## config.mk

```make
export PLATFORM = sky130hd
export DESIGN_NAME = thermo_alert
export DESIGN_NICKNAME = d
export VERILOG_FILES = /design/src/rtl/tsa_pkg.sv /design/src/rtl/tsa_limit_cmp.sv /design/src/rtl/tsa_fault_run.sv /design/src/rtl/thermo_alert.sv
export SDC_FILE = /design/constraint.sdc
export NUM_CORES = 1
export LEC_CHECK = 0
export ABC_AREA = 1
export BUFFER_PORTS_ARGS = -buffer_cell sky130_fd_sc_hd__buf_2
export CAP_MARGIN = 40
export CORE_UTILIZATION = 45
export CTS_BUF_LIST = sky130_fd_sc_hd__clkbuf_8
export DETAILED_ROUTE_END_ITERATION = 12
export PLACE_DENSITY = 0.84
export SLEW_MARGIN = 20
export SYNTH_ARGS = -nofsm -noshare
export SYNTH_HDL_FRONTEND = slang
export SYNTH_SLANG_ARGS = --single-unit
```

## constraint.sdc

```tcl
create_clock -name clk -period 1.86 [get_ports clk]
set_clock_uncertainty 0.1 [all_clocks]
set_input_delay 0.558 -clock clk [delete_from_list [all_inputs] [get_ports clk]]
set_output_delay 0.558 -clock clk [all_outputs]
set_load 0.03 [all_outputs]
```

## src/rtl/tsa_pkg.sv

```systemverilog
package tsa_pkg;

    // Registered control state of the alert engine.
    typedef struct packed {
        logic alert;      // logical alert, 1 = active
        logic watch_low;  // 1 = watching for samples below the low limit
        logic src;        // limit that raised the latest alert (1 = high)
        logic mode;       // intr_mode seen on the previous edge
    } tsa_ctl_t;

    localparam tsa_ctl_t TSA_CTL_RESET = '{alert: 1'b0, watch_low: 1'b0, src: 1'b0, mode: 1'b0};

endpackage

```

## src/rtl/tsa_limit_cmp.sv

```systemverilog
module tsa_limit_cmp #(
    parameter int TEMP_W = 12
) (
    input  logic [TEMP_W-1:0] sample,
    input  logic [TEMP_W-1:0] hi_limit,
    input  logic [TEMP_W-1:0] lo_limit,
    output logic              at_or_above_hi,
    output logic              below_lo
);

    // Signed compare over every bit, regardless of converter resolution.
    always_comb begin
        at_or_above_hi = $signed(sample) >= $signed(hi_limit);
        below_lo       = $signed(sample) <  $signed(lo_limit);
    end

endmodule

```

## src/rtl/tsa_fault_run.sv

```systemverilog
module tsa_fault_run #(
    parameter int NEED0 = 1,
    parameter int NEED1 = 2,
    parameter int NEED2 = 4,
    parameter int NEED3 = 6
) (
    input  logic       clk,
    input  logic       rst_n,
    input  logic       flush,
    input  logic       step,
    input  logic       hit,
    input  logic [1:0] queue_sel,
    output logic       reached
);

    localparam int RUN_W = $clog2(NEED3 + 1);

    logic [RUN_W-1:0] run_d, run_q;
    logic [RUN_W:0]   need;
    logic [RUN_W:0]   run_inc;

    always_comb begin
        unique case (queue_sel)
            2'b00:   need = (RUN_W+1)'(NEED0);
            2'b01:   need = (RUN_W+1)'(NEED1);
            2'b10:   need = (RUN_W+1)'(NEED2);
            default: need = (RUN_W+1)'(NEED3);
        endcase
        run_inc = {1'b0, run_q} + 1'b1;
        reached = step && hit && (run_inc >= need);

        run_d = run_q;
        if (flush) begin
            run_d = '0;
        end else if (step) begin
            if (hit && !reached) begin
                run_d = run_inc[RUN_W-1:0];
            end else begin
                run_d = '0;
            end
        end
    end

    always_ff @(posedge clk or negedge rst_n) begin
        if (!rst_n) begin
            run_q <= '0;
        end else begin
            run_q <= run_d;
        end
    end

    // the run never reaches the deepest queue setting without firing.
    assert_run_below_max_R1: assert property (@(posedge clk) disable iff (!rst_n)
        run_q < RUN_W'(NEED3));

    // a non-qualifying sample leaves the run at zero.
    assert_miss_restarts_R6: assert property (@(posedge clk) disable iff (!rst_n)
        (step && !hit) |=> (run_q == '0));

endmodule

```

## src/rtl/thermo_alert.sv

```systemverilog
module thermo_alert #(
    parameter int TEMP_W = 12,
    parameter int NEED0  = 1,
    parameter int NEED1  = 2,
    parameter int NEED2  = 4,
    parameter int NEED3  = 6
) (
    input  logic              clk,
    input  logic              rst_n,
    input  logic              sample_valid,
    input  logic [TEMP_W-1:0] sample,
    input  logic [TEMP_W-1:0] hi_limit,
    input  logic [TEMP_W-1:0] lo_limit,
    input  logic [1:0]        queue_sel,
    input  logic              intr_mode,
    input  logic              pol,
    input  logic              reg_read,
    input  logic              ar_won,
    input  logic              shutdown,
    input  logic              gc_reset,
    output logic              alert_pin,
    output logic              alert_src
);

    import tsa_pkg::*;

    tsa_ctl_t ctl_d, ctl_q;

    logic at_hi, below_lo;
    logic mode_chg, clr_req, step, hit, flush, reached;

    tsa_limit_cmp #(.TEMP_W(TEMP_W)) cmp_i (
        .sample         (sample),
        .hi_limit       (hi_limit),
        .lo_limit       (lo_limit),
        .at_or_above_hi (at_hi),
        .below_lo       (below_lo)
    );

    tsa_fault_run #(
        .NEED0 (NEED0),
        .NEED1 (NEED1),
        .NEED2 (NEED2),
        .NEED3 (NEED3)
    ) run_i (
        .clk       (clk),
        .rst_n     (rst_n),
        .flush     (flush),
        .step      (step),
        .hit       (hit),
        .queue_sel (queue_sel),
        .reached   (reached)
    );

    always_comb begin
        mode_chg = intr_mode != ctl_q.mode;
        clr_req  = reg_read | ar_won | shutdown;
        flush    = gc_reset | mode_chg;
        // A latched interrupt-mode alert ignores new samples.
        step     = sample_valid && !flush && !(intr_mode && ctl_q.alert);
        hit      = ctl_q.watch_low ? below_lo : at_hi;

        ctl_d      = ctl_q;
        ctl_d.mode = intr_mode;
        if (gc_reset) begin
            ctl_d.alert     = 1'b0;
            ctl_d.watch_low = 1'b0;
            ctl_d.src       = 1'b0;
        end else if (mode_chg) begin
            ctl_d.alert     = 1'b0;
            ctl_d.watch_low = 1'b0;
        end else if (intr_mode) begin
            if (ctl_q.alert && clr_req) begin
                ctl_d.alert     = 1'b0;
                ctl_d.watch_low = !ctl_q.watch_low;
            end else if (reached) begin
                ctl_d.alert = 1'b1;
                ctl_d.src   = !ctl_q.watch_low;
            end
        end else if (reached) begin
            ctl_d.alert     = !ctl_q.alert;
            ctl_d.watch_low = !ctl_q.watch_low;
            if (!ctl_q.alert) begin
                ctl_d.src = 1'b1;
            end
        end

        alert_pin = pol ? ctl_q.alert : !ctl_q.alert;
        alert_src = ctl_q.src;
    end

    always_ff @(posedge clk or negedge rst_n) begin
        if (!rst_n) begin
            ctl_q <= TSA_CTL_RESET;
        end else begin
            ctl_q <= ctl_d;
        end
    end

    // the alert can only rise on an edge that took a valid sample.
    assert_rise_needs_sample_R2: assert property (@(posedge clk) disable iff (!rst_n)
        $rose(ctl_q.alert) |-> $past(sample_valid));

    // a clear source drops a latched interrupt-mode alert.
    assert_intr_clear_R4: assert property (@(posedge clk) disable iff (!rst_n)
        (ctl_q.alert && intr_mode && ctl_q.mode && clr_req && !gc_reset) |=> !ctl_q.alert);

    // general-call reset leaves the alert inactive and the source bit low.
    assert_gc_clears_R9: assert property (@(posedge clk) disable iff (!rst_n)
        gc_reset |=> (!ctl_q.alert && !ctl_q.src));

    // without a sample, comparator mode holds the alert whatever the clears do.
    assert_cmp_hold_R10: assert property (@(posedge clk) disable iff (!rst_n)
        (!intr_mode && !ctl_q.mode && !gc_reset && !sample_valid) |=> $stable(ctl_q.alert));

endmodule

```

==> results by group, run 1 <==
Setup path
  – Worst EP required: 1910 ps
  – Critical path startpoint category: flop
  – Critical Path Sink Type: flop
  – Type of the worst setup path: flop to flop
  – CP arrival: 2000 ps
  – Worst reg2reg path startpoint: run_i.run_q[0]$_DFFE_PN0P_
  – Reg2Reg Depth: 8
  – Flop2flop setup slack: -90 ps
  – Reg2reg end: run_i.run_q[2]$_DFFE_PN0P_
  – Worst Setup SP: run_i.run_q[0]$_DFFE_PN0P_
  – CP max FO: 3

GRT
  – First-pass GRT wire length: around 4300 um
  – Pin count of the biggest net entering global routing: 8
  – Initial antenna violation count: 0
  – Vias in the first global route: ~1200
  – Total GRT Usage: about a fifth
  – Total grt overflow: 0

Cells and area
  – NumNets Final: 327
  – Most common cell after layout, fill and taps aside: nand2_1
  – Commonest cells after routing, fill and taps aside: nand2_1, inv_1, buf_2, ha_1, ha_4
  – Area growth syn-to-layout: 57.1%
  – # fillers: 190
  – Layout cells sized above 1: ~43%
  – Layout Cells excl Fill: 282
  – Number of diodes: 0
  – Final Util: between 70% and 80%
  – Final Instance Area: 1890 um^2

Timing
  – Worst Tran Pin Value: 341 ps
  – Fin. Hold Viols: 0
  – Final period util: 105%
  – Period minus WS final: 1950 ps
  – Setup total negative slack: -335 ps
  – Max-slew violation count: 0
  – FMAX: 514 MHz
  – Hold slack: 58.3 ps
  – Rel. slew slack: 77.1%
  – Final setup margin: -86.6 ps
  – Setup Viol. Count Final: 6
  – RSZ-0062 raised after global routing: yes

Power
  – PwrDens: between 300 and 400 nW/um^2
  – Leak: 1.07 nW
  – Int Pwr: 0.481 mW
  – Net Sw Frac: between 30% and 40%
  – Flop pwr share: 22.3%
  – Peak supply drop: 0.335 mV
  – Comb power frac: 49.3%
  – Clock network power share: between 20% and 30%
  – Design Power: 0.752 mW
  – Switch Pwr: 0.270 mW

Floorplan
  – Chip width: 53.7 um
  – Core area: 2500 um^2
  – # IOs: 49
  – Starting Density: approximately half
  – Row cnt: 18
  – Die Area: about 2900 um^2
  – Die Ht: about 54 um

Yosys
  – Synthesis Warnings: 0
  – Synth Register Bits: 7
  – Synth area leader: ha_1
  – Mapped cell area: 1200 um^2
  – Post-synthesis cell count: 190
  – Synthesized net count: around 260
  – Synth Area per Inst: 6.34 um^2
  – Sequential area share after synthesis: between 10 and 15%
  – Synth cell types: 22
  – Yosys top cell area share: 28.1%
  – Largest cells by area after synthesis: ha_1, nand2_1, inv_1, dfrtp_1, nand3_1

Placed design
  – Placed instance count: 276
  – Placement Cell Area: 1650 um^2
  – Post-Place Worst Slack: -305 ps
  – Routability cong.: between 0.8 and 0.9
  – Port buffer count: 48
  – DP HPWL: roughly 2200 um

Worst hold path
  – Hold/Removal Path Class: input pin to async pin

Outcome
  – Run status: finished, violations left
  – Failing checks: setup timing

CTS
  – Root Driver: clkbuf_8
  – Clock Sink Count: 7
  – Clock Latency Late Sink: 230 ps
  – Clock Pin Slew Worst Setup and Hold Paths: 40 ps
  – Longest Clk Path Bufs: 2
  – H-tree depth: 1
  – Clock buffer count from CTS: 3
  – CTS tree: yes

Route
  – DRC: 0
  – Routed via count: 1344
  – WL/cell: 10.6 um
  – Post-Route WL: between 2000 and 3000 um
  – Antenna-violating nets left: 0
  – DR pass1 iterations: 4
  – Iter 0 DRT Violations: 31
  – Vias per Instance: 4.77

Job
  – Max_cap viols: 0
==> Yosys cell counts <==
master    instances
xnor2_1           1
nand3_1           9
nand3_2           4
nand2_1          55
nand4_1           1
nor2_1           11
nor2_2            3
inv_1            49
a211oi_1          1
o31ai_1           1
dfrtp_1           7
a21o_1            1
a21oi_1           7
and2_1            1
o21ai_0           2
o21bai_1          2
nand2_2           1
nand3b_1          1
xor2_1            2
o21ai_1           3
ha_1             27
nor3_1            1
==> cell families after synthesis <==
family / Yosys count / synth area share, %
and+or+nand+nor: 87 / 31.8
buffers and inverters: 49 / 15.3
adders and majority gates: 27 / 28.1
AOI/OAI and AO/OA: 17 / 8.11
DFF: 7 / 14.6
xor gates and xnor gates: 3 / 2.18
==> metal layers <==
metal  track usage (%)  vias to the layer above  share of wire, %
li1                  -                      707                 -
met2              39.7                       41                55
met4              3.95                        0              0.24
met5                 0                        -                 0
met1              21.5                      593                40
met3              2.26                        3               4.6
==> critical path, stage by stage, from the launching register on <==
cell	delay, ps
dfrtp_1	410
ha_4	300
ha_4	190
o21ai_2	50
nand2_1	80
a211oi_2	260
nor2_2	90
nand3b_1	230
o21ai_1	150
==> worst max-delay path by stage <==
stage | end | slack, ps | depth (start not counted)
global route | ctl_q[2]$_DFFE_PN0P_ | -180 | 16
floorplan | alert_src$_DFFE_PN0P_ | -30 | 15
global placement | alert_src$_DFFE_PN0P_ | -260 | 16
detailed placement | alert_src$_DFFE_PN0P_ | -310 | 16
CTS | run_i.run_q[2]$_DFFE_PN0P_ | -120 | 8
finish | run_i.run_q[2]$_DFFE_PN0P_ | -90 | 8
==> sequential cells by signal (all words and copies together), names as in the netlist <==
name,flops
run_i.run_q,3
alert_src,1
ctl_q,3
==> repair_timing <==
item | in CTS | in global routing
endpoints found under the hold margin | 0 | 0
hold buffers | 0 | 0
setup buffers | 1 | 1
pin swaps | 4 | 30
gates resized for setup | 4 | 33
endpoints found under the setup margin | 6 | 6
==> power by group through the flow <==
stage / Sequential (mW) / Clock (mW) / Combinational (mW)
6_report: 0.167 / 0.214 / 0.370
5_1_grt: 0.168 / 0.221 / 0.418
4_1_cts: 0.166 / 0.214 / 0.313
3_5_place_dp: 0.168 / 0 / 0.307
3_3_place_gp: 0.168 / 0 / 0.300
2_1_floorplan: 0.168 / 0 / 0.186
==> layout make-up <==
cell class	count	area [um^2]	area share [%]
clock inverters	1	3.75	0.199
multi-input cells	134	1080	57.2
clock buffers	3	41.3	2.18
inverters	49	201	10.7
repair buffers	58	350	18.5
well taps	30	37.5	1.99
flip-flops and latches	7	175	9.27
Note: power is estimated with default switching activity, not from simulation.
==> run 2: changes to the inputs <==
--- a/config.mk
+++ b/config.mk
@@ -5,14 +5,14 @@
 export SDC_FILE = /design/constraint.sdc
 export NUM_CORES = 1
 export LEC_CHECK = 0
-export ABC_AREA = 1
 export BUFFER_PORTS_ARGS = -buffer_cell sky130_fd_sc_hd__buf_2
 export CAP_MARGIN = 40
-export CORE_UTILIZATION = 45
+export CORE_UTILIZATION = 44
 export CTS_BUF_LIST = sky130_fd_sc_hd__clkbuf_8
 export DETAILED_ROUTE_END_ITERATION = 12
 export PLACE_DENSITY = 0.84
 export SLEW_MARGIN = 20
 export SYNTH_ARGS = -nofsm -noshare
 export SYNTH_HDL_FRONTEND = slang
+export SYNTH_HIERARCHICAL = 1
 export SYNTH_SLANG_ARGS = --single-unit
==> run 2 against run 1 <==
The flow still finishes with violations (setup timing). Clock power is 2% higher. Area after synthesis is 8.9% lower. Cell count is 16% lower. Worst hold slack worse by 2.2 ps. Synthesized cell count is 29% lower. Critical path type is now input pin to flop. Critical endpoint is now ctl_q[2]$_DFFE_PN0P_.
==> results by group, run 2 <==
Outcome
  – Run status: finished, violations left
  – Failing checks: setup timing

Timing
  – Worst Tran Pin Value: 294 ps (-47.2 ps)
  – Fin. Hold Viols: 0 (unchanged)
  – Setup total negative slack: -4180 ps (-3850 ps)
  – Max-slew violation count: 0 (unchanged)
  – FMAX: 373 MHz (-27%)
  – Final period util: 144% (+40 points)
  – Setup Viol. Count Final: 6 (unchanged)
  – RSZ-0062 raised after global routing: yes
  – Final setup margin: -822 ps (-736 ps)
  – Rel. slew slack: 80.3% (+3.2 points)
  – Period minus WS final: 2680 ps (+736 ps)

Route
  – Antenna-violating nets left: 0 (unchanged)
  – WL/cell: 17.2 um (+63%)
  – DRC: 0 (unchanged)
  – DR pass1 iterations: 4 (unchanged)
  – Routed via count: 1344 (unchanged)
  – Iter 0 DRT Violations: 32 (+3.2%)
  – Vias per Instance: 5.65 (+18%)
  – Post-Route WL: 4090 um (+37%)

Power
  – Design Power: 0.739 mW (-1.6%)
  – Leak: 1.03 nW (-4.0%)
  – Peak supply drop: 0.369 mV (+10%)
  – PwrDens: 373 nW/um^2 (-6.2%)

Setup path
  – Critical Path Max Stage Delay: 290 ps (-120 ps)
  – Critical path startpoint category: input pin
  – Most frequent CP cell: mux2_4
  – Worst EP required: 1880 ps (-30 ps)
  – CP max FO: 5 (+2)
  – Reg2reg end: alert_src$_DFFE_PN0P_
  – CP arrival: 2700 ps (+700 ps)
  – Reg2Reg Depth: 8 (unchanged)
  – Critical-path cell list: buf_2, inv_1, ha_4, a21oi_1, nand2_1, a221oi_2, o21ai_1, mux2_4, mux2_4, nand2_4, nor2b_4, buf_4, xor2_1, nand3b_1, nand3_1
  – Type of the worst setup path: input pin to flop
  – Worst reg2reg path startpoint: run_i/run_q[0]$_DFFE_PN0P_
  – Critical Path Sink Type: flop
  – Flop2flop setup slack: -410 ps (-320 ps)
  – Slowest-stage cell, CP: a221oi_2

Worst hold path
  – Hold/Removal Path Class: input pin to async pin

Cells and area
  – Most common cell after layout, fill and taps aside: buf_2
  – Layout Cells excl Fill: 238 (-16%)
  – Final Instance Area: 1980 um^2 (+4.9%)
  – Area growth syn-to-layout: 80.9%
  – Layout cells sized above 1: 56.2% (+13 points)
  – Number of diodes: 0 (unchanged)
  – Commonest cells after routing, fill and taps aside: buf_2, buf_4, inv_1, ha_4, ha_1
  – NumNets Final: 285 (-13%)

Floorplan
  – Die Area: 2690 um^2 (-6.6%)
  – Chip width: 51.9 um (-3.4%)
  – Row cnt: 17 (-1)
  – Die Ht: 51.9 um (-3.4%)
  – Starting Density: 48.2% (about the same)
  – Core area: 2280 um^2 (-9.0%)
  – # IOs: 49 (unchanged)

CTS
  – CTS tree: yes
  – Clock buffer count from CTS: 3 (unchanged)
  – Root Driver: clkbuf_8
  – Longest Clk Path Bufs: 2 (unchanged)
  – H-tree depth: 1 (unchanged)
  – Clock Pin Slew Worst Setup and Hold Paths: 40 ps (about the same)
  – Clock Latency Late Sink: 240 ps (about the same)
  – Hold-fix buffers at CTS: 0 (unchanged)
  – Clock Sink Count: 7 (unchanged)

Yosys
  – Cell with the most instances after synthesis: ha_1
  – Synth Area in Compound Gates: 19.6% (+12 points)
  – Largest cells by area after synthesis: ha_1, dfrtp_1, inv_1, nor2_1, nand2_1
  – Mapped cell area: 1100 um^2 (-8.9%)
  – Post-Synth XOR/XNOR Area: 1.60% (-0.58 points)
  – Post-synthesis cell count: 135 (-29%)
  – Synth Flop Type: dfrtp_1
  – Synth Area in Simple Gates: 20.1% (-12 points)
  – Synth cell types: 38 (+73%)
  – Synth area leader: ha_1
  – Synth cell count leaders: ha_1, inv_1, nor2_1, nand2_1, dfrtp_1
  – Mux share of post-synthesis cell area: 3.31% (+3.3 points)
  – Async SR Flop Fraction: 100% (unchanged)
  – Post-synth EDFFs: 0 (unchanged)
  – Synth Register Bits: 7 (unchanged)
  – Sequential area share after synthesis: 16.0% (+1.4 points)
  – Synthesis Warnings: 6 (+6)
  – Main combinational cell family by area after synthesis: adder cells
  – Yosys top cell area share: 30.8% (+2.8 points)
  – Post-Synth Adder-Cell Area: 30.8% (+2.8 points)
  – Synthesized net count: 209 (-21%)
  – Synth Area per Inst: 8.12 um^2 (+28%)

Placed design
  – DP HPWL: 2510 um (+16%)
  – Port buffer count: 48 (unchanged)
  – Placement Cell Area: 1640 um^2 (-0.53%)
  – Routability cong.: 0.785 (-6.6%)
  – Post-Place Worst Slack: -1090 ps (-783 ps)
  – Placed instance count: 232 (-16%)

Job
  – Max_cap viols: 0 (unchanged)

GRT
  – Total grt overflow: 0 (unchanged)
  – Vias in the first global route: 1390 (+14%)
  – Total GRT Usage: 30.4% (+11 points)
  – Initial antenna violation count: 0 (unchanged)
  – Pin count of the biggest net entering global routing: 8 (unchanged)
  – First-pass GRT wire length: 5880 um (+36%)
run 2: changes by cell type after synthesis, sizes merged, moves of 2 or more:
cell	delta
a21o	+3
nand4	+3
inv	-24
nand3	-9
mux2	+2
nor2	-4
a31oi	+2
nand2b	+4
nand2	-47
run 2: per-layer routing:
| layer | GRT usage [%] | wire, um | vias up |
|---|---|---|---|
| li1 | - | - | 632 |
| met1 | 29.3 | 1460 | 628 |
| met2 | 57.5 | 2230 | 68 |
| met3 | 4.97 | 238 | 16 |
| met4 | 21.2 | 160 | 0 |
| met5 | 0 | 0 | - |
run 2: cell families after synthesis:
logic type,Yosys count
buffers and inverters,25
adder cells (fa/ha/maj),27
flip-flops,7
XOR/XNOR,2
AND/OR/NAND/NOR,41
AO/OA/AOI/OAI,30
multiplexers,3
run 2: report_power, final:
group	leakage, nW	total (mW)	internal [mW]	switching, mW
Clock	0.0269	0.219	0.143	0.0754
Combinational	0.904	0.364	0.192	0.172
Sequential	0.0954	0.156	0.155	0.00145
run 2: layout make-up:
type / instances / area [um^2]
timing repair buffer: 71 / 502
sequential: 7 / 175
clock inverter: 1 / 3.75
fill: 107 / 293
multi-input combinational: 103 / 1110
tap: 28 / 35.0
clock buffer: 3 / 41.3
inverter: 25 / 111
run 2: stage by stage:
stage          utilization, %  hold slack [ps]
2_1_floorplan               -              162
3_3_place_gp             72.2              297
3_5_place_dp             72.2              303
4_1_cts                  85.2             51.4
5_1_grt                  87.1             58.7
6_report                 87.1             56.1
run 2: worst max path at each step:
stage | start | to | slack, ps | cells past startpoint
6_report | hi_limit[6] | ctl_q[2]$_DFFE_PN0P_ | -820 | 15
5_1_grt | hi_limit[6] | ctl_q[2]$_DFFE_PN0P_ | -900 | 15
4_1_cts | hi_limit[2] | ctl_q[2]$_DFFE_PN0P_ | -760 | 14
3_5_place_dp | sample[11] | alert_src$_DFFE_PN0P_ | -1090 | 13
3_3_place_gp | hi_limit[2] | ctl_q[3]$_DFFE_PN0P_ | -990 | 13
2_1_floorplan | hi_limit[2] | alert_src$_DFFE_PN0P_ | -800 | 12
run 2: what timing repair did:
| action | CTS | global route |
|---|---|---|
| pin swaps | 17 | 13 |
| setup endpoints to repair | 6 | 6 |
| gates resized for setup | 43 | 13 |
| buffers inserted | 3 | 0 |
run 2: worst max-delay path: cells and delay by family:
family                     cells  cell delay [ps]
AOI/OAI and AO/OA              3              530
muxes                          2              550
xor gates and xnor gates       1              150
adders and majority gates      1              210
and+or+nand+nor                5              390
buffers and inverters          3              320
==> run 3: changes to the inputs <==
--- a/config.mk
+++ b/config.mk
@@ -7,10 +7,9 @@
 export LEC_CHECK = 0
 export BUFFER_PORTS_ARGS = -buffer_cell sky130_fd_sc_hd__buf_2
 export CAP_MARGIN = 40
-export CORE_UTILIZATION = 44
-export CTS_BUF_LIST = sky130_fd_sc_hd__clkbuf_8
+export CORE_UTILIZATION = 43
 export DETAILED_ROUTE_END_ITERATION = 12
-export PLACE_DENSITY = 0.84
+export PLACE_DENSITY = 0.83
 export SLEW_MARGIN = 20
 export SYNTH_ARGS = -nofsm -noshare
 export SYNTH_HDL_FRONTEND = slang
==> run 3 against run 2 <==
The run still ends with setup timing left. Non-clock buffer count up 1. Die area up 2.2%. Routed wire length down 21%. Critical path depth unchanged. Core utilization down 5.5 points. Maximum frequency up 3.9%. Cell count up 0.42%. Clock power down 32%. Sequential share of layout area up 0.51 points. Count of clock-buffer cells in the layout up 1. Critical path type unchanged. First-iteration DRC count down 19%. Largest power group unchanged. Total power down 15%.
==> results by group, run 3 (synthesis gave the netlist of run 2 again) <==
Job
  – Max_cap viols: 0 (unchanged)

Outcome
  – Failing checks: setup timing
  – Run status: finished, violations left

CTS
  – Clock Pin Slew Worst Setup and Hold Paths: 60 ps (+20 ps)
  – Hold-fix buffers at CTS: 0 (unchanged)
  – Clock Sink Count: 7 (unchanged)
  – H-tree depth: 1 (unchanged)
  – Root Driver: clkbuf_4
  – Clock buffer count from CTS: 3 (unchanged)
  – CTS tree: yes
  – Clock Latency Late Sink: 270 ps (+30 ps)
  – Longest Clk Path Bufs: 2 (unchanged)

Timing
  – Max-slew violation count: 0 (unchanged)
  – Fin. Hold Viols: 0 (unchanged)
  – Rel. slew slack: 79.5% (-0.88 points)
  – RSZ-0062 raised after global routing: yes
  – Hold slack: 17.3 ps (-38.8 ps)
  – FMAX: 387 MHz (+3.9%)
  – Final period util: 139% (-5.4 points)
  – Setup Viol. Count Final: 6 (unchanged)
  – Setup total negative slack: -3560 ps (+620 ps)
  – Worst Tran Pin Value: 307 ps (+13.2 ps)
  – Final setup margin: -723 ps (+99.8 ps)
  – Period minus WS final: 2580 ps (-99.8 ps)

Setup path
  – CP arrival: 2630 ps (-70 ps)
  – Critical path startpoint category: input pin
  – Type of the worst setup path: input pin to flop
  – Critical Path Sink Type: flop
  – CP max FO: 5 (unchanged)
  – Worst EP required: 1900 ps (+20 ps)

Placed design
  – DP HPWL: 2630 um (+4.8%)
  – Routability cong.: 0.845 (+7.5%)
  – Port buffer count: 48 (unchanged)
  – Post-Place Worst Slack: -1050 ps (+42.5 ps)

Cells and area
  – # fillers: 151 (+41%)
  – NumNets Final: 286 (+0.35%)
  – Number of diodes: 0 (unchanged)
  – Most common cell after layout, fill and taps aside: buf_2
  – Commonest cells after routing, fill and taps aside: buf_2, buf_4, inv_1, ha_1, ha_4
  – Final Util: 81.6% (-5.5 points)
  – Area growth syn-to-layout: 71.1%
  – Layout cells sized above 1: 53.6% (-2.6 points)

Route
  – DRC: 0 (unchanged)
  – Post-Route WL: 3250 um (-21%)
  – Vias per Instance: 5.51 (-2.5%)
  – WL/cell: 13.6 um (-21%)
  – DR pass1 iterations: 4 (unchanged)
  – Routed via count: 1316 (-2.1%)
  – Iter 0 DRT Violations: 26 (-19%)
  – Antenna-violating nets left: 0 (unchanged)

Power
  – Peak supply drop: 0.375 mV (+1.6%)
  – Leak: 1.01 nW (-1.8%)
  – PwrDens: 334 nW/um^2 (-10%)

GRT
  – First-pass GRT wire length: 5370 um (-8.7%)
  – Initial antenna violation count: 0 (unchanged)
  – Total GRT Usage: 26.0% (-4.5 points)
  – Pin count of the biggest net entering global routing: 8 (unchanged)
  – Total grt overflow: 0 (unchanged)
  – Vias in the first global route: 1438 (+3.5%)

Worst hold path
  – Hold/Removal Path Class: input pin to async pin

Floorplan
  – Core area: 2300 um^2 (+0.93%)
  – Die Ht: 52.5 um (+1.1%)
  – Die Area: 2750 um^2 (+2.2%)
  – Chip width: 52.5 um (+1.1%)
  – Starting Density: 47.7% (-0.45 points)
  – Row cnt: 17 (unchanged)
  – # IOs: 49 (unchanged)
## run 3: path summary, 6_finish.rpt
path / from / endpoint / slack, ps / depth (start not counted)
hold reg to reg: run_i/run_q[1]$_DFFE_PN0P_ / run_i/run_q[1]$_DFFE_PN0P_ / 450 / 2
setup / recovery: hi_limit[1] / ctl_q[2]$_DFFE_PN0P_ / -720 / 15
setup reg to reg: run_i/run_q[1]$_DFFE_PN0P_ / alert_src$_DFFE_PN0P_ / -410 / 10
min in group clk: intr_mode / ctl_q[0]$_DFF_PN0_ / 350 / 1
hold / removal: rst_n / ctl_q[0]$_DFF_PN0_ / 20 / 1
max in group asynchronous: rst_n / ctl_q[2]$_DFFE_PN0P_ / 1470 / 1
## run 3: layout make-up
class                   count  area [um^2]  share of cell area [%]
multi-input cells         103         1070                    56.8
repair buffers             72          462                    24.6
flip-flops and latches      7          175                    9.34
inverters                  25          111                    5.94
well taps                  28         35.0                    1.87
clock buffers               4         26.3                    1.40
## run 3: report_power, final
part	leakage, nW	total (mW)	switching (mW)	internal (mW)
Combinational	0.897	0.321	0.149	0.173
Sequential	0.0954	0.156	0.00150	0.154
Clock	0.0150	0.150	0.0670	0.0826
Total	1.01	0.627	0.217	0.410
## run 3: repair_timing
| item | CTS | global route |
|---|---|---|
| cloned | 0 | 0 |
| pin swaps | 5 | 10 |
| setup endpoints to repair | 6 | 6 |
| setup buffers | 1 | 1 |
| resized for setup | 10 | 23 |
## run 3: through the flow
stage          power (mW)  area (um^2)  instances
2_1_floorplan       0.300         1210        135
3_3_place_gp        0.418         1660        234
3_5_place_dp        0.431         1660        234
4_1_cts             0.593         1750        238
5_1_grt             0.666         1880        239
6_report            0.627         1880        239
## run 3: metal layers
layer / global-route usage [%] / wire length, um
met2: 52.3 / 1790
met5: 0 / 0
met1: 24.7 / 1230
met3: 3.48 / 162
met4: 13.2 / 64
## run 3: worst max-delay path, stage by stage
cell and delay (ps):
buf_2 100, inv_4 30, ha_4 220, nand3_2 80
nor2_2 40, a211o_1 280, a21oi_2 140, mux2_4 300
mux2_4 280, nand2_4 70, nor2b_4 50, buf_4 130
xor2_1 150, nand3b_1 100, nand3_2 60
